**src/rtl/stq_pkg.sv**
```systemverilog
package stq_pkg;

  typedef enum logic [1:0] {
    SZ_B1 = 2'd0,
    SZ_B2 = 2'd1,
    SZ_B4 = 2'd2,
    SZ_B8 = 2'd3
  } acc_size_e;

  // distance from pointer b forward to pointer a on a ring with lap bits
  function automatic int ring_dist(input int a_idx, input logic a_lap,
                                   input int b_idx, input logic b_lap,
                                   input int depth);
    if (a_lap == b_lap) return a_idx - b_idx;
    return a_idx + depth - b_idx;
  endfunction

  // true when [a, a+2^sa) and [b, b+2^sb) share a byte
  function automatic logic spans_overlap(input logic [63:0] a, input logic [1:0] sa,
                                         input logic [63:0] b, input logic [1:0] sb);
    logic [64:0] a_end;
    logic [64:0] b_end;
    a_end = {1'b0, a} + (65'd1 << sa);
    b_end = {1'b0, b} + (65'd1 << sb);
    return ({1'b0, a} < b_end) && ({1'b0, b} < a_end);
  endfunction

endpackage

```
**src/rtl/stq_ptrs.sv**
```systemverilog
module stq_ptrs
  import stq_pkg::*;
#(
  parameter  int DEPTH = 12,
  localparam int IDXW  = $clog2(DEPTH),
  localparam int PW    = IDXW + 1
) (
  input  logic            clk,
  input  logic            rst_n,
  input  logic            alloc_en,
  input  logic            pop_en,
  input  logic            commit_en,
  input  logic            flush_en,
  input  logic [IDXW-1:0] flush_idx,
  output logic [PW-1:0]   head_q,
  output logic [PW-1:0]   cmt_q,
  output logic [PW-1:0]   tail_q,
  output logic [IDXW:0]   used,
  output logic [IDXW:0]   ncmt
);

  localparam int CW = IDXW + 1;

  logic [PW-1:0] head_n, cmt_n, tail_n, flush_tail;
  logic          flush_ok;
  int            fdist;

  function automatic logic [PW-1:0] ptr_inc(input logic [PW-1:0] p);
    if (int'(p[IDXW-1:0]) == DEPTH - 1) return {~p[IDXW], {IDXW{1'b0}}};
    return {p[IDXW], p[IDXW-1:0] + 1'b1};
  endfunction

  assign used = CW'(ring_dist(int'(tail_q[IDXW-1:0]), tail_q[IDXW],
                              int'(head_q[IDXW-1:0]), head_q[IDXW], DEPTH));
  assign ncmt = CW'(ring_dist(int'(cmt_q[IDXW-1:0]), cmt_q[IDXW],
                              int'(head_q[IDXW-1:0]), head_q[IDXW], DEPTH));

  always_comb begin
    if (flush_idx >= head_q[IDXW-1:0]) begin
      fdist      = int'(flush_idx) - int'(head_q[IDXW-1:0]);
      flush_tail = {head_q[IDXW], flush_idx};
    end else begin
      fdist      = int'(flush_idx) + DEPTH - int'(head_q[IDXW-1:0]);
      flush_tail = {~head_q[IDXW], flush_idx};
    end
    flush_ok = flush_en && (fdist >= int'(ncmt)) && (fdist < int'(used));
  end

  always_comb begin
    head_n = pop_en ? ptr_inc(head_q) : head_q;
    cmt_n  = (commit_en && !flush_en && (ncmt < used)) ? ptr_inc(cmt_q) : cmt_q;
    if (flush_ok)      tail_n = flush_tail;
    else if (alloc_en) tail_n = ptr_inc(tail_q);
    else               tail_n = tail_q;
  end

  always_ff @(posedge clk or negedge rst_n) begin
    if (!rst_n) begin
      head_q <= '0;
      cmt_q  <= '0;
      tail_q <= '0;
    end else begin
      head_q <= head_n;
      cmt_q  <= cmt_n;
      tail_q <= tail_n;
    end
  end

  p_no_overflow_r2: assert property (@(posedge clk) disable iff (!rst_n)
    int'(used) <= DEPTH)
    else $error("occupancy above depth");

  p_commit_within_r7: assert property (@(posedge clk) disable iff (!rst_n)
    ncmt <= used)
    else $error("commit pointer passed allocation pointer");

  p_flush_spares_committed_r8: assert property (@(posedge clk) disable iff (!rst_n)
    (flush_en && !pop_en) |=> (ncmt == $past(ncmt)))
    else $error("flush changed committed entries");

endmodule

```
**src/rtl/stq_conflict.sv**
```systemverilog
module stq_conflict
  import stq_pkg::*;
#(
  parameter  int DEPTH = 12,
  parameter  int AW    = 16,
  localparam int IDXW  = $clog2(DEPTH),
  localparam int PW    = IDXW + 1
) (
  input  logic                       clk,
  input  logic                       rst_n,
  input  logic [PW-1:0]              head_q,
  input  logic [IDXW:0]              used,
  input  logic [PW-1:0]              ld_bound,
  input  logic [AW-1:0]              ld_addr,
  input  logic [1:0]                 ld_size,
  input  logic [DEPTH-1:0]           a_known,
  input  logic [DEPTH-1:0][AW-1:0]   ent_addr,
  input  logic [DEPTH-1:0][1:0]      ent_size,
  output logic                       ld_conflict
);

  int n_old;
  int raw;

  always_comb begin
    raw = ring_dist(int'(ld_bound[IDXW-1:0]), ld_bound[IDXW],
                    int'(head_q[IDXW-1:0]), head_q[IDXW], DEPTH);
    n_old = ((raw < 0) || (raw > int'(used))) ? 0 : raw;
    ld_conflict = 1'b0;
    for (int k = 0; k < DEPTH; k++) begin
      int kd;
      kd = (k >= int'(head_q[IDXW-1:0])) ? k - int'(head_q[IDXW-1:0])
                                         : k + DEPTH - int'(head_q[IDXW-1:0]);
      if ((kd < n_old) &&
          (!a_known[k] ||
           spans_overlap(64'(ent_addr[k]), ent_size[k], 64'(ld_addr), ld_size)))
        ld_conflict = 1'b1;
    end
  end

  p_empty_no_conflict_r9: assert property (@(posedge clk) disable iff (!rst_n)
    (used == '0) |-> !ld_conflict)
    else $error("conflict reported against an empty buffer");

endmodule

```
**src/rtl/stq_top.sv**
```systemverilog
module stq_top
  import stq_pkg::*;
#(
  parameter  int DEPTH = 12,
  parameter  int AW    = 16,
  parameter  int DW    = 32,
  localparam int IDXW  = $clog2(DEPTH)
) (
  input  logic            clk,
  input  logic            rst_n,
  input  logic            alloc_valid,
  output logic            alloc_ready,
  output logic [IDXW:0]   alloc_ptr,
  input  logic            aw_valid,
  input  logic [IDXW-1:0] aw_idx,
  input  logic [AW-1:0]   aw_addr,
  input  logic [1:0]      aw_size,
  input  logic            dw_valid,
  input  logic [IDXW-1:0] dw_idx,
  input  logic [DW-1:0]   dw_data,
  input  logic            commit_valid,
  input  logic            flush_valid,
  input  logic [IDXW-1:0] flush_idx,
  output logic            mem_req_valid,
  output logic [AW-1:0]   mem_req_addr,
  output logic [1:0]      mem_req_size,
  output logic [DW-1:0]   mem_req_data,
  input  logic            mem_req_ack,
  input  logic [IDXW:0]   ld_bound,
  input  logic [AW-1:0]   ld_addr,
  input  logic [1:0]      ld_size,
  output logic            ld_conflict
);

  localparam int PW = IDXW + 1;

  logic [PW-1:0]             head_q, cmt_q, tail_q;
  logic [IDXW:0]             used, ncmt;
  logic                      alloc_fire, pop_fire;
  logic [DEPTH-1:0]          a_known, d_known;
  logic [DEPTH-1:0][AW-1:0]  ent_addr;
  logic [DEPTH-1:0][1:0]     ent_size;
  logic [DEPTH-1:0][DW-1:0]  ent_data;
  logic [IDXW-1:0]           head_idx;

  assign alloc_ready = (int'(used) < DEPTH);
  assign alloc_fire  = alloc_valid && alloc_ready && !flush_valid;
  assign alloc_ptr   = tail_q;
  assign head_idx    = head_q[IDXW-1:0];

  stq_ptrs #(.DEPTH(DEPTH)) ptrs_i (
    .clk       (clk),
    .rst_n     (rst_n),
    .alloc_en  (alloc_fire),
    .pop_en    (pop_fire),
    .commit_en (commit_valid),
    .flush_en  (flush_valid),
    .flush_idx (flush_idx),
    .head_q    (head_q),
    .cmt_q     (cmt_q),
    .tail_q    (tail_q),
    .used      (used),
    .ncmt      (ncmt)
  );

  for (genvar g = 0; g < DEPTH; g++) begin : g_ent
    logic          hit_alloc, hit_aw, hit_dw;
    logic          ak_q, dk_q;
    logic [AW-1:0] addr_q;
    logic [1:0]    size_q;
    logic [DW-1:0] data_q;

    assign hit_alloc = alloc_fire && (tail_q[IDXW-1:0] == IDXW'(g));
    assign hit_aw    = aw_valid && (aw_idx == IDXW'(g)) && !hit_alloc;
    assign hit_dw    = dw_valid && (dw_idx == IDXW'(g)) && !hit_alloc;

    always_ff @(posedge clk or negedge rst_n) begin
      if (!rst_n) begin
        ak_q <= 1'b0;
        dk_q <= 1'b0;
      end else begin
        if (hit_alloc)   ak_q <= 1'b0;
        else if (hit_aw) ak_q <= 1'b1;
        if (hit_alloc)   dk_q <= 1'b0;
        else if (hit_dw) dk_q <= 1'b1;
      end
    end

    always_ff @(posedge clk) begin
      if (hit_aw) begin
        addr_q <= aw_addr;
        size_q <= aw_size;
      end
      if (hit_dw) data_q <= dw_data;
    end

    assign a_known[g]  = ak_q;
    assign d_known[g]  = dk_q;
    assign ent_addr[g] = addr_q;
    assign ent_size[g] = size_q;
    assign ent_data[g] = data_q;
  end

  assign mem_req_valid = (ncmt != '0) && a_known[head_idx] && d_known[head_idx];
  assign mem_req_addr  = ent_addr[head_idx];
  assign mem_req_size  = ent_size[head_idx];
  assign mem_req_data  = ent_data[head_idx];
  assign pop_fire      = mem_req_valid && mem_req_ack;

  stq_conflict #(.DEPTH(DEPTH), .AW(AW)) conflict_i (
    .clk         (clk),
    .rst_n       (rst_n),
    .head_q      (head_q),
    .used        (used),
    .ld_bound    (ld_bound),
    .ld_addr     (ld_addr),
    .ld_size     (ld_size),
    .a_known     (a_known),
    .ent_addr    (ent_addr),
    .ent_size    (ent_size),
    .ld_conflict (ld_conflict)
  );

  p_req_stable_r6: assert property (@(posedge clk) disable iff (!rst_n)
    (mem_req_valid && !mem_req_ack) |=>
      (mem_req_valid && $stable(mem_req_addr) && $stable(mem_req_data)))
    else $error("pending request changed before acknowledgement");

  p_empty_no_req_r4: assert property (@(posedge clk) disable iff (!rst_n)
    (used == '0) |-> !mem_req_valid)
    else $error("request raised with an empty buffer");

endmodule

```
**config.mk**
```make
export PLATFORM = sky130hd
export DESIGN_NAME = stq_top
export DESIGN_NICKNAME = d
export VERILOG_FILES = /design/src/rtl/stq_pkg.sv /design/src/rtl/stq_ptrs.sv /design/src/rtl/stq_conflict.sv /design/src/rtl/stq_top.sv
export SDC_FILE = /design/constraint.sdc
export NUM_CORES = 1
export LEC_CHECK = 0
export ABC_AREA = 1
export BUFFER_PORTS_ARGS = -buffer_cell sky130_fd_sc_hd__buf_4
export CAP_MARGIN = 20
export CORE_MARGIN = 10
export CORE_UTILIZATION = 50
export DETAILED_ROUTE_END_ITERATION = 10
export GPL_TIMING_DRIVEN = 0
export HOLD_SLACK_MARGIN = 0.08
export MAX_ROUTING_LAYER = met4
export PLACE_DENSITY = 0.71
export SYNTH_ARGS = -nofsm -noshare
export SYNTH_HDL_FRONTEND = slang
export SYNTH_SLANG_ARGS = --single-unit
```
**constraint.sdc**
```tcl
create_clock -name clk -period 7.2 [get_ports clk]
set_input_delay 1.08 -clock clk [delete_from_list [all_inputs] [get_ports clk]]
set_output_delay 1.08 -clock clk [all_outputs]
set_load 0.005 [all_outputs]
```
==> flow_summary.toml <==
[run_status]
status = "completed"

[setup_path]
startpoint_type = "input port"
endpoint_kind = "output pin"
path_max_fanout = 13
crit_arrival_ps = 5900
critPathRequiredTime_ps = 6120
worstSetupPathType = "input port to output pin"

[pwr]
p_per_area_nw_per_um2 = 357
p_sw_share_pct = 44.7
p_sw_mw = 7.80
combPwrFrac_pct = 53.0
p_int_mw = 9.66
pwr-share-clk_pct = 22.1
total_power_mw = 17.5
seqPwrFrac_pct = 24.9
peakVddDrop_mv = 0.254
p_leak_nw = 21.0

[cts]
clock-root-buffer = "clkbuf_16"
cts_made_buffers = 70
htreeDepth = 3
clockBufferDepth = 3
path_clk_slew_ps = 60
clock-sinks = 639
insertion_delay_ps = 660
tritoncts = "done"

[die]
die_h_microns = 314
dieArea_sq_um = 98400
num_io_pins = 151
rows = 107
die_x_microns = 314
start_util_pct = 50.5
core_area_sq_um = 85400

[synth]
yosysSeqAreaShare_pct = 44.0
synthFlopType = "edfxtp_1"
synth-seq-cells = 639
synthDistinctLibCells = 62
synthCells = 4603
yosysWarnings = 0
synth_edf_count = 600
synth_area_sq_um = 43100
async_flop_share_pct = 6.10
syn_area_per_cell_sq_um = 9.37

[timing]
hold_violations = 0
tns_ps = 0
setup_viol = 0
finalMaxSlewViolations = 0
setup_slack_ps = 220
max_freq_ghz = 0.143
finalCritPeriodShare_pct = 96.9
rsz0062_at_grt = "false"
period_minus_slack_ps = 6980
relSlewSlack_pct = 21.0
clock-skew-final_ps = 43.6
worst_slew_pin_slew_ps = 1180
whs_ps = 403

[grt]
grt_max_degree = 40
first_global_vias = 34300
grt_pass1_wl_mm = 215
antenna_found_initial = 7
track_usage_pct = 29.6
gr-total-overflow = 0

[drt]
firstDrtPassIters = 6
vias_per_cell = 5.96
antenna_violating_nets_post_route = 0
vias = 36400
drcViolationCount = 0
wl_mm = 146
post_drt_wl_per_cell_microns = 23.9
initialDrtViolationCount = 4284

[cells_and_area]
fin_nets = 5594
area_delta_synth_final_pct = 13.4
fillCellCount = 7430
drive_above_1_share_pct = 7.62

[place]
port_buffers = 150
dpl.hpwl_mm = 109
gp_congestion = 0.995
pre_cts_ws_ps = -1140

[job]
cap_viol_max_count = 0

[hold_path]
min_path_type = "input port to async pin"
## cell usage in the layout, fill, tap and decap left out, drive strengths merged, types with 14 or more instances in the layout
cell	n
inv	452
o211ai	25
nand3b	14
xnor2	60
dfrtp	39
edfxtp	600
ha	575
a211oi	39
nand3	168
a32o	37
nor3	68
nand2	700
o221ai	66
fa	21
o22ai	49
a21oi	328
o21ai	425
nor2	520
conb	56
nand4	46
clkinv	25
a21o	19
clkbuf	188
buf	209
xor2	129
nor4	21
## worst max-delay path, cell delays in order
cell and delay (ps):
buf_4 200, ha_1 430, nand3_1 110, nand2_1 130, a21oi_1 120, nor4_2 390
and3_1 460, nand2_1 160, nor2_1 220, nand3_1 210, xor2_4 540, ha_1 340
nand2_1 60, inv_1 50, nand2_1 50, nor2_1 40, nor2_1 310, o21ai_1 130
nor2_1 100, nand2_1 190, nand2_1 110, nand3_1 70, nand3_1 110, nor2_1 60
nand3_1 90, buf_4 120
## cell usage after synthesis (all sizes together) (6+ instances only)
library cell  count  share of area (%)
o221ai           66                1.3
buf              31               0.34
nor3             68               0.80
a21o             19               0.33
nand3           168                2.1
dfrtp            39                2.3
clkbuf          102               0.89
o22ai            49               0.71
o21ai           425                5.0
nand4            46               0.67
a21oi           328                3.8
o211ai           25               0.44
ha              575                 17
a32o             37               0.86
a21boi            7               0.12
nor3b             6               0.10
o21a             11               0.19
edfxtp          600                 42
xnor2            60                1.3
fa               21               0.97
o31ai             6               0.10
nand2           700                6.1
a211oi           39               0.69
nor4             21               0.32
nand3b           14               0.27
xor2            129                2.6
inv             452                3.9
nor2            520                4.6
## per-stage QoR
step	cell area (sq um)	instances	utilization, %
2_1_floorplan	43300	4657	-
3_3_place_gp	45900	5951	53.7
3_5_place_dp	46200	5965	54.1
4_1_cts	48700	6093	57.0
5_1_grt	48900	6110	57.2
6_report	48900	6111	57.2
## power by group through the flow
stage          Clock (mW)  Sequential [mW]  Combinational, mW
2_1_floorplan           0             4.37               5.64
3_3_place_gp            0             4.43               8.65
3_5_place_dp            0             4.43               8.89
4_1_cts              3.86             4.35               8.98
5_1_grt              4.01             4.36               10.3
6_report             3.85             4.35               9.26
## final timing paths
kind	slack [ps]	from	to	cells past startpoint
worst max-delay path	220	ld_addr[2]	ld_conflict	26
worst min-delay path	400	rst_n	ptrs_i.cmt_q[3]$_DFFE_PN0P_	1
worst max register to register	2740	ptrs_i.head_q[1]$_DFFE_PN0P_	g_ent[0].addr_q[6]$_DFFE_PP_	18
min in group clk	480	ptrs_i.cmt_q[4]$_DFFE_PN0P_	ptrs_i.cmt_q[4]$_DFFE_PN0P_	1
worst min register to register	480	ptrs_i.cmt_q[4]$_DFFE_PN0P_	ptrs_i.cmt_q[4]$_DFFE_PN0P_	1
max in group asynchronous	6330	rst_n	ptrs_i.head_q[2]$_DFFE_PN0P_	1
## flip-flops by register name, summed over array words and instances (netlist names)
name,count
ptrs_i.cmt_q,5
g_ent.size_q,24
ptrs_i.head_q,5
g_ent.dk_q,12
ptrs_i.tail_q,5
g_ent.ak_q,12
g_ent.data_q,384
g_ent.addr_q,192
## cell type report
type	count	area, sq um	share of cell area, %
clock buffers	88	1860	3.81
plain buffers	129	549	1.12
well taps	1144	1430	2.93
inverters	452	1700	3.48
repair buffers	180	1500	3.07
multi-input cells	3433	22200	45.5
diodes	7	17.5	0.0358
flip-flops and latches	639	19000	38.9
clock inverters	39	597	1.22
## metal layers
layer,share of wire (%),global-route usage [%],vias up
met3,10,5.60,366
met5,0,-,-
met2,45,45.4,1995
li1,-,-,16900
met4,4.7,12.3,0
met1,40,38.2,17200
## what timing repair did
item | 4_1_cts | 5_1_grt
buffers inserted | 4 | 9
gates cloned | 0 | 1
setup endpoints to repair | 1 | 1
gates resized for setup | 17 | 15
pin swaps | 1 | 0
hold buffers | 0 | 0
## logic make-up (layout without fill, tap and decap cells)
logic type / Yosys count / count (layout) / synth area share, %
AOI/OAI and AO/OA: 1035 / 1035 / 14.0
buffers and inverters: 585 / 888 / 5.16
xor gates and xnor gates: 189 / 189 / 3.90
other: 2 / 63 / 0.0174
DFF: 639 / 639 / 44.0
muxes: 3 / 3 / 0.0754
and+or+nand+nor: 1554 / 1554 / 15.2
adders and majority gates: 596 / 596 / 17.7
Power figures use the tool's default switching activity.
